[src/rtl/mxd_pkg.sv]
package mxd_pkg;

    // lane numbers inside the strobe edge detector
    localparam int STB_RAS = 0;
    localparam int STB_CAS = 1;
    localparam int STB_N   = 2;

    typedef enum logic [1:0] {
        ACC_IDLE  = 2'd0,
        ACC_READ  = 2'd1,
        ACC_WRITE = 2'd2
    } acc_kind_t;

    // decoded strobe events for one clock edge
    typedef struct packed {
        logic ras_ok;     // row fall accepted
        logic ras_bad;    // row fall during precharge
        logic cas_acc;    // column fall performs an access
        logic cas_early;  // column fall before row-to-column delay
    } strobe_dec_t;

    // nibble sequencing: low two column bits wrap inside an aligned group
    function automatic logic [1:0] nib_wrap_inc(input logic [1:0] low);
        return low + 2'd1;
    endfunction

endpackage

[src/rtl/mxd_edge.sv]
module mxd_edge #(
    parameter int N = 2
) (
    input  logic         clk,
    input  logic         rst,
    input  logic [N-1:0] sig_n,
    output logic [N-1:0] q_n,
    output logic [N-1:0] fall
);
    for (genvar i = 0; i < N; i++) begin : g_lane
        always_ff @(posedge clk) begin
            if (rst) q_n[i] <= 1'b1;
            else     q_n[i] <= sig_n[i];
        end
        assign fall[i] = q_n[i] & ~sig_n[i];
    end
endmodule

[src/rtl/mxd_gap_timer.sv]
module mxd_gap_timer #(
    parameter int LIMIT = 3
) (
    input  logic clk,
    input  logic rst,
    input  logic load,
    output logic ready
);
    localparam int            CW    = (LIMIT > 1) ? $clog2(LIMIT + 1) : 1;
    localparam logic [CW-1:0] START = CW'(LIMIT - 1);

    logic [CW-1:0] cnt;

    always_ff @(posedge clk) begin
        if (rst)              cnt <= '0;
        else if (load)        cnt <= START;
        else if (cnt != '0)   cnt <= cnt - 1'b1;
    end

    assign ready = (cnt == '0);
endmodule

[src/rtl/mxd_cell_array.sv]
module mxd_cell_array #(
    parameter int ROW_W  = 4,
    parameter int COL_W  = 4,
    parameter int DATA_W = 8
) (
    input  logic              clk,
    input  logic              rst,
    input  logic              wr_en,
    input  logic              rd_en,
    input  logic [ROW_W-1:0]  row,
    input  logic [COL_W-1:0]  col,
    input  logic [DATA_W-1:0] wdata,
    output logic [DATA_W-1:0] rdata
);
    localparam int IDX_W = ROW_W + COL_W;
    localparam int DEPTH = 1 << IDX_W;

    logic [DATA_W-1:0] cells [DEPTH];
    logic [IDX_W-1:0]  idx;

    assign idx = {row, col};

    always_ff @(posedge clk) begin
        if (wr_en) cells[idx] <= wdata;
    end

    always_ff @(posedge clk) begin
        if (rst)        rdata <= '0;
        else if (rd_en) rdata <= cells[idx];
    end
endmodule

[src/rtl/mxdram_emu.sv]
module mxdram_emu
    import mxd_pkg::*;
#(
    parameter  int ROW_W  = 4,
    parameter  int COL_W  = 4,
    parameter  int DATA_W = 8,
    parameter  int T_RP   = 3,
    parameter  int T_RCD  = 2,
    localparam int ADDR_W = (ROW_W > COL_W) ? ROW_W : COL_W
) (
    input  logic              clk,
    input  logic              rst,
    input  logic [ADDR_W-1:0] addr,
    input  logic              ras_n,
    input  logic              cas_n,
    input  logic              we_n,
    input  logic              oe_n,
    input  logic              nibble_en,
    input  logic              edo_en,
    input  logic [DATA_W-1:0] dq_in,
    output logic [DATA_W-1:0] dq_out,
    output logic              dq_oe,
    output logic              timing_err
);
    // ---------------- strobe sampling ----------------
    logic [STB_N-1:0] stb_n, stb_q, stb_fall;
    logic             ras_q, cas_q, ras_fall, cas_fall, ras_rise;

    assign stb_n[STB_RAS] = ras_n;
    assign stb_n[STB_CAS] = cas_n;

    mxd_edge #(.N(STB_N)) u_edge (
        .clk   (clk),
        .rst   (rst),
        .sig_n (stb_n),
        .q_n   (stb_q),
        .fall  (stb_fall)
    );

    assign ras_q    = stb_q[STB_RAS];
    assign cas_q    = stb_q[STB_CAS];
    assign ras_fall = stb_fall[STB_RAS];
    assign cas_fall = stb_fall[STB_CAS];
    assign ras_rise = ras_n & ~ras_q;

    // ---------------- timing windows ----------------
    logic pre_ready, rcd_ready;
    strobe_dec_t dec;

    mxd_gap_timer #(.LIMIT(T_RP)) u_precharge (
        .clk   (clk),
        .rst   (rst),
        .load  (ras_rise),
        .ready (pre_ready)
    );

    mxd_gap_timer #(.LIMIT(T_RCD)) u_row_to_col (
        .clk   (clk),
        .rst   (rst),
        .load  (dec.ras_ok),
        .ready (rcd_ready)
    );

    // ---------------- row state ----------------
    logic             row_open;
    logic [ROW_W-1:0] open_row;

    always_comb begin
        dec.ras_ok    = ras_fall & pre_ready;
        dec.ras_bad   = ras_fall & ~pre_ready;
        dec.cas_early = cas_fall & ~ras_n & (ras_fall | (row_open & ~rcd_ready));
        dec.cas_acc   = cas_fall & ~ras_n & ~ras_fall & row_open & rcd_ready;
    end

    always_ff @(posedge clk) begin
        if (rst) begin
            row_open <= 1'b0;
            open_row <= '0;
        end else if (ras_n) begin
            row_open <= 1'b0;
        end else if (dec.ras_ok) begin
            row_open <= 1'b1;
            open_row <= addr[ROW_W-1:0];
        end
    end

    // ---------------- column selection ----------------
    logic [COL_W-1:0] last_col, nib_col, col_sel;
    logic [1:0]       nib_cnt;

    if (COL_W > 2) begin : g_nib_wide
        assign nib_col = {last_col[COL_W-1:2], nib_wrap_inc(last_col[1:0])};
    end else begin : g_nib_narrow
        assign nib_col = nib_wrap_inc(last_col[1:0]);
    end

    assign col_sel = (nibble_en && nib_cnt != 2'd0) ? nib_col : addr[COL_W-1:0];

    always_ff @(posedge clk) begin
        if (rst) begin
            nib_cnt  <= 2'd0;
            last_col <= '0;
        end else begin
            if (dec.ras_ok)       nib_cnt <= 2'd0;
            else if (dec.cas_acc) nib_cnt <= nibble_en ? nib_cnt + 2'd1 : 2'd0;
            if (dec.cas_acc)      last_col <= col_sel;
        end
    end

    // ---------------- access ----------------
    acc_kind_t         kind;
    logic [DATA_W-1:0] rdata;

    always_comb begin
        if (!dec.cas_acc) kind = ACC_IDLE;
        else if (we_n)    kind = ACC_READ;
        else              kind = ACC_WRITE;
    end

    mxd_cell_array #(.ROW_W(ROW_W), .COL_W(COL_W), .DATA_W(DATA_W)) u_cells (
        .clk   (clk),
        .rst   (rst),
        .wr_en (kind == ACC_WRITE),
        .rd_en (kind == ACC_READ),
        .row   (open_row),
        .col   (col_sel),
        .wdata (dq_in),
        .rdata (rdata)
    );

    // ---------------- output hold ----------------
    logic rd_valid;

    always_ff @(posedge clk) begin
        if (rst)                     rd_valid <= 1'b0;
        else if (ras_n)              rd_valid <= 1'b0;
        else if (kind != ACC_IDLE)   rd_valid <= (kind == ACC_READ);
        else if (!edo_en && cas_n)   rd_valid <= 1'b0;
    end

    always_ff @(posedge clk) begin
        if (rst) timing_err <= 1'b0;
        else     timing_err <= timing_err | dec.ras_bad | dec.cas_early;
    end

    assign dq_oe  = rd_valid & ~oe_n;
    assign dq_out = rd_valid ? rdata : '0;

endmodule

[config.mk]
export PLATFORM = sky130hd
export DESIGN_NAME = mxdram_emu
export DESIGN_NICKNAME = d
export VERILOG_FILES = /design/src/rtl/mxd_pkg.sv /design/src/rtl/mxd_edge.sv /design/src/rtl/mxd_gap_timer.sv /design/src/rtl/mxd_cell_array.sv /design/src/rtl/mxdram_emu.sv
export SDC_FILE = /design/constraint.sdc
export NUM_CORES = 2
export LEC_CHECK = 0
export BUFFER_PORTS_ARGS = -buffer_cell sky130_fd_sc_hd__buf_2
export CAP_MARGIN = 20
export CORE_UTILIZATION = 57
export DETAILED_ROUTE_END_ITERATION = 16
export PLACE_DENSITY = 0.76
export SYNTH_ARGS = -nofsm -noshare
export SYNTH_HDL_FRONTEND = slang
export SYNTH_SLANG_ARGS = --single-unit
[constraint.sdc]
create_clock -name clk -period 3 [get_ports clk]
set_input_delay 0.45 -clock clk [delete_from_list [all_inputs] [get_ports clk]]
set_output_delay 0.45 -clock clk [all_outputs]
set_load 0.02 [all_outputs]
---- Yosys cells after proc, flatten, opt, wreduce, memory -nomap -nowiden ----
Memories as Yosys holds them, arrays and structs flattened. A register that Yosys moved wholly into a read port is not among the register bits.
Cells that the tools add are included.
word-level totals
  register bits after elaboration ......... 19
  memory bits (writable) .................. 2048
  input bits .............................. 20
  output and inout bits ................... 10
  logic and storage cells ................. 70
  memories kept ........................... 1
memories
  memory         depth  bits a word  rd ports  clocked after Yosys merged registers in  write ports  RTL line              text
  u_cells.cells  256    8            1         1                                        1            mxd_cell_array.sv:18  logic [DATA_W-1:0] cells [DEPTH];
cells by class
  add/sub/neg operators ................... 4
  equal/unequal tests ..................... 2
  mux-type cells .......................... 13
  bitwise gates (word level) .............. 22
  reductions and logical operators ........ 16
operators by type and width
  kind                                               number
  nonzero test 2 bit                                 7
  AND 1 bit                                          12
  2-to-1 mux 2 bit                                   5
  2-to-1 mux 8 bit                                   1
  NOT 1 bit                                          7
  2-to-1 mux 1 bit                                   6
  OR reduction 2 bit                                 3
  adder 2 x 1 -> 2 bit (second input constant)       2
  logical NOT 2 bit                                  2
  2-to-1 mux 4 bit                                   1
  subtractor 2 x 1 -> 2 bit (second input constant)  2
  bitwise OR 1 bit                                   3
  == test 2 x 1 -> 1 bit (second input constant)     1
  == test 2 bit (second input constant)              1
  logical AND 1 bit                                  2
  AND reduction 2 bit                                1
  logical NOT 1 bit                                  1

---- Logic depth before layout (Yosys ltp) ----
  depth in word-level cells ............... 10
  gate-level depth with buffers ........... 17
  mapped depth without buffers ............ 10

---- Cells and area by module ----
Synthesis repeated with hierarchy kept, for this count alone.
unflattened totals
  cell total of the unflattened synthesis .. 3925
  area, all modules ....................... 81166.6 um^2
modules (own cells, without submodules)
  module                         instances  cells an instance  area an instance (um^2)  seq. area each (um^2)
  mxd_cell_array                 1          3813               80143.1                  61659.1
  mxdram_emu                     1          89                 777.0                    260.2
  mxd_gap_timer at u_row_to_col  1          11                 111.4                    40.0
  mxd_edge                       1          6                  67.6                     40.0
  mxd_gap_timer at u_precharge   1          6                  67.6                     40.0

---- Worst setup path before layout ----
Ideal clock, no wire load.
  kind .................................... register -> register
  start point ............................. register nib_cnt[0]
  end point ............................... register u_cells.rdata[1], read port of u_cells.cells
  setup time .............................. 0.125 ns
  arrival time ............................ 3.136 ns
  data required time ...................... 2.875 ns
  setup slack ............................. -0.261 ns
  stages on the path, launching flop included .. 16
  path buffers ............................ 5
  clock period less this slack ............ 3.261 ns
  path through ............................ dfxtp_1 inv_1 ha_1 nand2b_1 buf_2 a21oi_4 buf_6 buf_6 buf_4 buf_4 mux2i_1 mux2i_1 a32oi_1 nand4_1 o31a_1 o41a_1
between the ends
  cells in the longest elaborated chain, start to end .. 3
RTL lines
  what                    RTL line              text
  from (decl)             mxdram_emu.sv:89      logic [1:0] nib_cnt;
  from (signal assigned)  mxdram_emu.sv:105     else if (dec.cas_acc) nib_cnt <= nibble_en ? nib_cnt + 2'd1 : 2'd0;
  nonzero test 2 bit      mxdram_emu.sv:97      assign col_sel = (nibble_en && nib_cnt != 2'd0) ? nib_col : addr[COL_W-1:0];
  logical AND 1 bit       mxdram_emu.sv:97
  2-to-1 mux 4 bit        mxdram_emu.sv:97
  to (decl)               mxd_cell_array.sv:13  output logic [DATA_W-1:0] rdata
Every way passes these cells.
A chain may end at the register's enable or synchronous reset.

---- Final worst setup path ----
  start point ............................. register nib_cnt[0]
  end point ............................... register u_cells.rdata[0], read port of u_cells.cells
Same word-level chain as after synthesis.

==> summary.md <==
| Metric | Value |
|---|---|
| Outcome | `finished, violations left` |
| Violated checks | `setup timing` |
| Post-synth top area share | `75.1%` |
| Grt total ovfl | `0` |
| Rows | `around 140` |
| CTS Buf Count | `around 200` |
| Clk sinks | `2075` |
| Critical Path Max Stage Delay | `roughly 490 ps` |
| Boundary pin count | `30` |
| Post-synthesis compound-gate area fraction | `4.74%` |
| Power density cells | `596 nW/µm²` |
| Total wire length | `242000 µm` |
| CP max FO | `6` |
| Top cells by area, synth | `edfxtp_1, mux4_2, nand2_1` |
| Routability Congestion | `0.969` |
| Peak Freq | `0.271 GHz` |
| RSZ-0062 raised after global routing | `true` |
| First-pass GRT wire length | `between 300000 and 400000 µm` |
| Fin. Hold Viols | `0` |
| Largest net degree at the start of global routing | `between 100 and 150` |
| Relative slew slack | `25.8%` |
| Critical Path RT | `3670 ps` |
| Placed cell count | `7382` |
| Flops & latches, synth | `approximately 2100` |
| CTS root buf | `clkbuf_16` |
| Combinational family with the most area after synthesis | `multiplexers` |
| Async set-reset flop share out of synthesis | `0%` |
| Average vias per placed instance | `6.67` |
| Syn avg cell area | `16.4 µm²` |
| Initial DRC count | `8733` |
| DR vias | `52200` |
| Most frequent CP cell | `buf_4` |
| Synth Area in Adders | `less than 1%` |
| Area Growth Syn to Fin | `21.4%` |
| Max-cap violations | `0` |
| Final Total Pwr | `roughly 60000 µW` |
| H-tree Lvls | `4` |
| Cell area after synthesis | `81900 µm²` |
| Slew at the pin closest to its max-slew limit | `between 1000 and 1500 ps` |
| Crit start category | `flip-flop` |
| Final core occ | `between 60% and 70%` |
| Initial core utilization | `slightly below 60%` |
| ANT nets after route | `0` |
| Hold slack | `roughly 70 ps` |
| Worst skew pair latency | `820 ps` |
| Arr. time, crit path | `4360 ps` |
| Dpl hpwl | `150000 µm` |
| Die Area | `145000 µm²` |
| Mux share of post-synthesis cell area | `9.14%` |
| Yosys cell types | `71` |
| Skew final | `roughly 33 ps` |
| Area after DPL | `90200 µm²` |
| DIE HEIGHT | `381 µm` |
| CP Capture Type | `flip-flop` |
| Yosys warns | `0` |
| Register area share after synthesis | `75.7%` |
| Endpoints failing setup | `29` |
| Die width | `381 µm` |
| EDFF count, synth | `around 2000` |
| Cell taking the most area after synthesis | `edfxtp_1` |
| Worst Path Buf+Inv | `6` |
| Post-Synthesis Net Count | `5002` |
| Cell area after layout | `99400 µm²` |
| Nets | `a little under 6000` |
| Fin. max-slew vios | `0` |
| First drt pass iteration count | `7` |
| TritonCTS clock tree | `done` |
| Final worst setup slack | `-693 ps` |
| Critical setup path kind | `flip-flop to flip-flop` |
| Initial antenna violation count | `5` |
| I/O Buffers | `29` |
| Clock transition at path regs | `about 60 ps` |
| Min Tclk post-route | `3690 ps` |
| Number of global-route vias before repair | `50400` |
| Top FF cell, synth | `edfxtp_1` |
| Residual DRC | `0` |
| Wire length per cell | `31.0 µm` |
| Total GRT Usage | `32.4%` |
| Core Area | `approximately 140000 µm²` |
| Cell Count, Final, Fillers Out | `7823` |
| Crit path cell chain | `inv_2 > ha_4 > nand2b_4 > a21oi_4 > buf_12 > buf_16 > buf_4 > clkbuf_16 > mux4_2 > a22o_1 > a31oi_1 > a31oi_2 > nor4_2 > buf_4 > a311oi_1` |
| Leakage power | `0.0336 µW` |
| Hold WC Path Type | `input port to flip-flop` |
| Syn Inst Count | `between 4000 and 5000` |
| Post-Synth XOR/XNOR Area | `0.0321%` |
| Top delay family on crit path | `compound AO/OA/AOI/OAI gates` |
| Share of cells above drive strength 1 | `28.6%` |
| CTS max path bufs | `3` |
| Simple-gate share of the synthesized area | `between 8 and 9%` |
| CP max-delay cell | `mux4_2` |
| Final period util | `123%` |
| Worst vdd ir | `0.603 mV` |
[layout make-up]
class / instances / area [µm²]
Timing Repair Buffer: 899 / 8830
Antenna cell: 4 / 10.0
Clock inverter: 100 / 718
Tap cell: 1890 / 2360
Clock buffer: 254 / 5250
Sequential cell: 2075 / 62000
Inverter: 44 / 165
Fill cell: 8259 / 42700
Multi-Input combinational cell: 2557 / 20000
[through the flow]
step | worst slack (ps) | setup TNS (ps)
floorplan | 1.52 | 0
global placement | -1470 | -411550
detailed placement | -1520 | -460510
CTS | -510 | -4000
global route | -721 | -10870
finish | -693 | -5070
[power breakdown]
part           switching (µW)  internal, µW
clock network           10700         12900
logic                    2430          1460
registers                12.4         31800
[cells in the mapped netlist (all sizes together) (14+ instances only)]
cell and number:
a2111oi 19, a211oi 80, a21oi 83, a221oi 19, a22oi 72, a311oi 39, a31oi 58, a32oi 37
a41oi 14, and2 33, and3 15, buf 177, clkbuf 128, dfxtp 27, edfxtp 2048, inv 42
mux2i 228, mux4 229, nand2 770, nand3 319, nand4 36, nor2 335, o2111ai 15, o21ai 17
[final timing paths]
| path | slack [ps] | end | depth (start not counted) | start |
|---|---|---|---|---|
| setup reg to reg | -690 | u_cells.rdata[0] | 15 | nib_cnt[0] |
| hold reg to reg | 480 | row_open | 2 | row_open |
| hold / removal | 70 | open_row[3] | 4 | addr[3] |
| setup / recovery | -690 | u_cells.rdata[0] | 15 | nib_cnt[0] |
[layer usage]
metal / share of wire (%) / GRT usage [%]
met1: 34 / 43.6
met2: 46 / 49.6
met5: 0 / 0
met3: 13 / 7.41
met4: 6.0 / 17.2
[cell usage in the layout (no fill, tap or decap), types with 11 or more instances in the layout]
| cell type | synthesis | routed |
|---|---|---|
| a211oi_1 | 80 | 74 |
| buf_2 | 90 | 22 |
| clkinv_1 | 2 | 53 |
| mux4_2 | 229 | 229 |
| a32oi_1 | 37 | 34 |
| a21oi_1 | 81 | 75 |
| buf_6 | 32 | 48 |
| clkbuf_16 | 0 | 206 |
| nand2_1 | 770 | 763 |
| edfxtp_1 | 2048 | 2048 |
| buf_4 | 30 | 673 |
| and3_1 | 15 | 15 |
| and2_1 | 32 | 27 |
| nor2_4 | 0 | 125 |
| nand3_1 | 319 | 317 |
| clkinv_2 | 0 | 28 |
| a22o_1 | 12 | 11 |
| buf_12 | 0 | 119 |
| a221oi_1 | 19 | 17 |
| inv_1 | 42 | 40 |
| dfxtp_1 | 27 | 24 |
| nor2_1 | 334 | 159 |
| a31oi_1 | 58 | 44 |
| a22oi_2 | 0 | 16 |
| a311oi_1 | 39 | 36 |
| a22oi_1 | 72 | 56 |
| o2111ai_1 | 15 | 15 |
| nand4_1 | 36 | 36 |
| clkbuf_1 | 127 | 51 |
| nor2_2 | 1 | 51 |
| mux2i_1 | 228 | 222 |
[kinds of logic after synthesis]
group | after synthesis
adder cells (fa/ha/maj) | 2
multiplexers | 461
buffers and inverters | 349
flip-flops | 2075
AND/OR/NAND/NOR | 1566
XOR/XNOR | 3
AO/OA/AOI/OAI | 524
[what timing repair did]
item | CTS | global route
resized for setup | 318 | 197
setup endpoints to repair | 1904 | 1428
buffers inserted | 21 | 51
gates cloned | 7 | 5
hold endpoints to repair | 2 | 0
hold buffers | 2 | 0
pin swaps | 25 | 64
[flip-flops by register name (all words and copies together) (netlist names)]
register / cells
u_cells.cells: 2048
u_precharge.cnt: 2
u_cells.rdata: 8
u_edge.q_n: 2
open_row: 4
u_row_to_col.cnt: 2
timing_err: 1
rd_valid: 1
last_col: 4
row_open: 1
nib_cnt: 2
[worst register-to-register path, cell delays in order, from the launching register on]
cell and delay, ps:
dfxtp_2 340, inv_2 50, ha_4 170, nand2b_4 160, a21oi_4 200, buf_12 200, buf_16 170, buf_4 150
clkbuf_16 150, mux4_2 490, a22o_1 250, a31oi_1 240, a31oi_2 220, nor4_2 440, buf_4 230, a311oi_1 90
(Power assumes the default switching activity.)
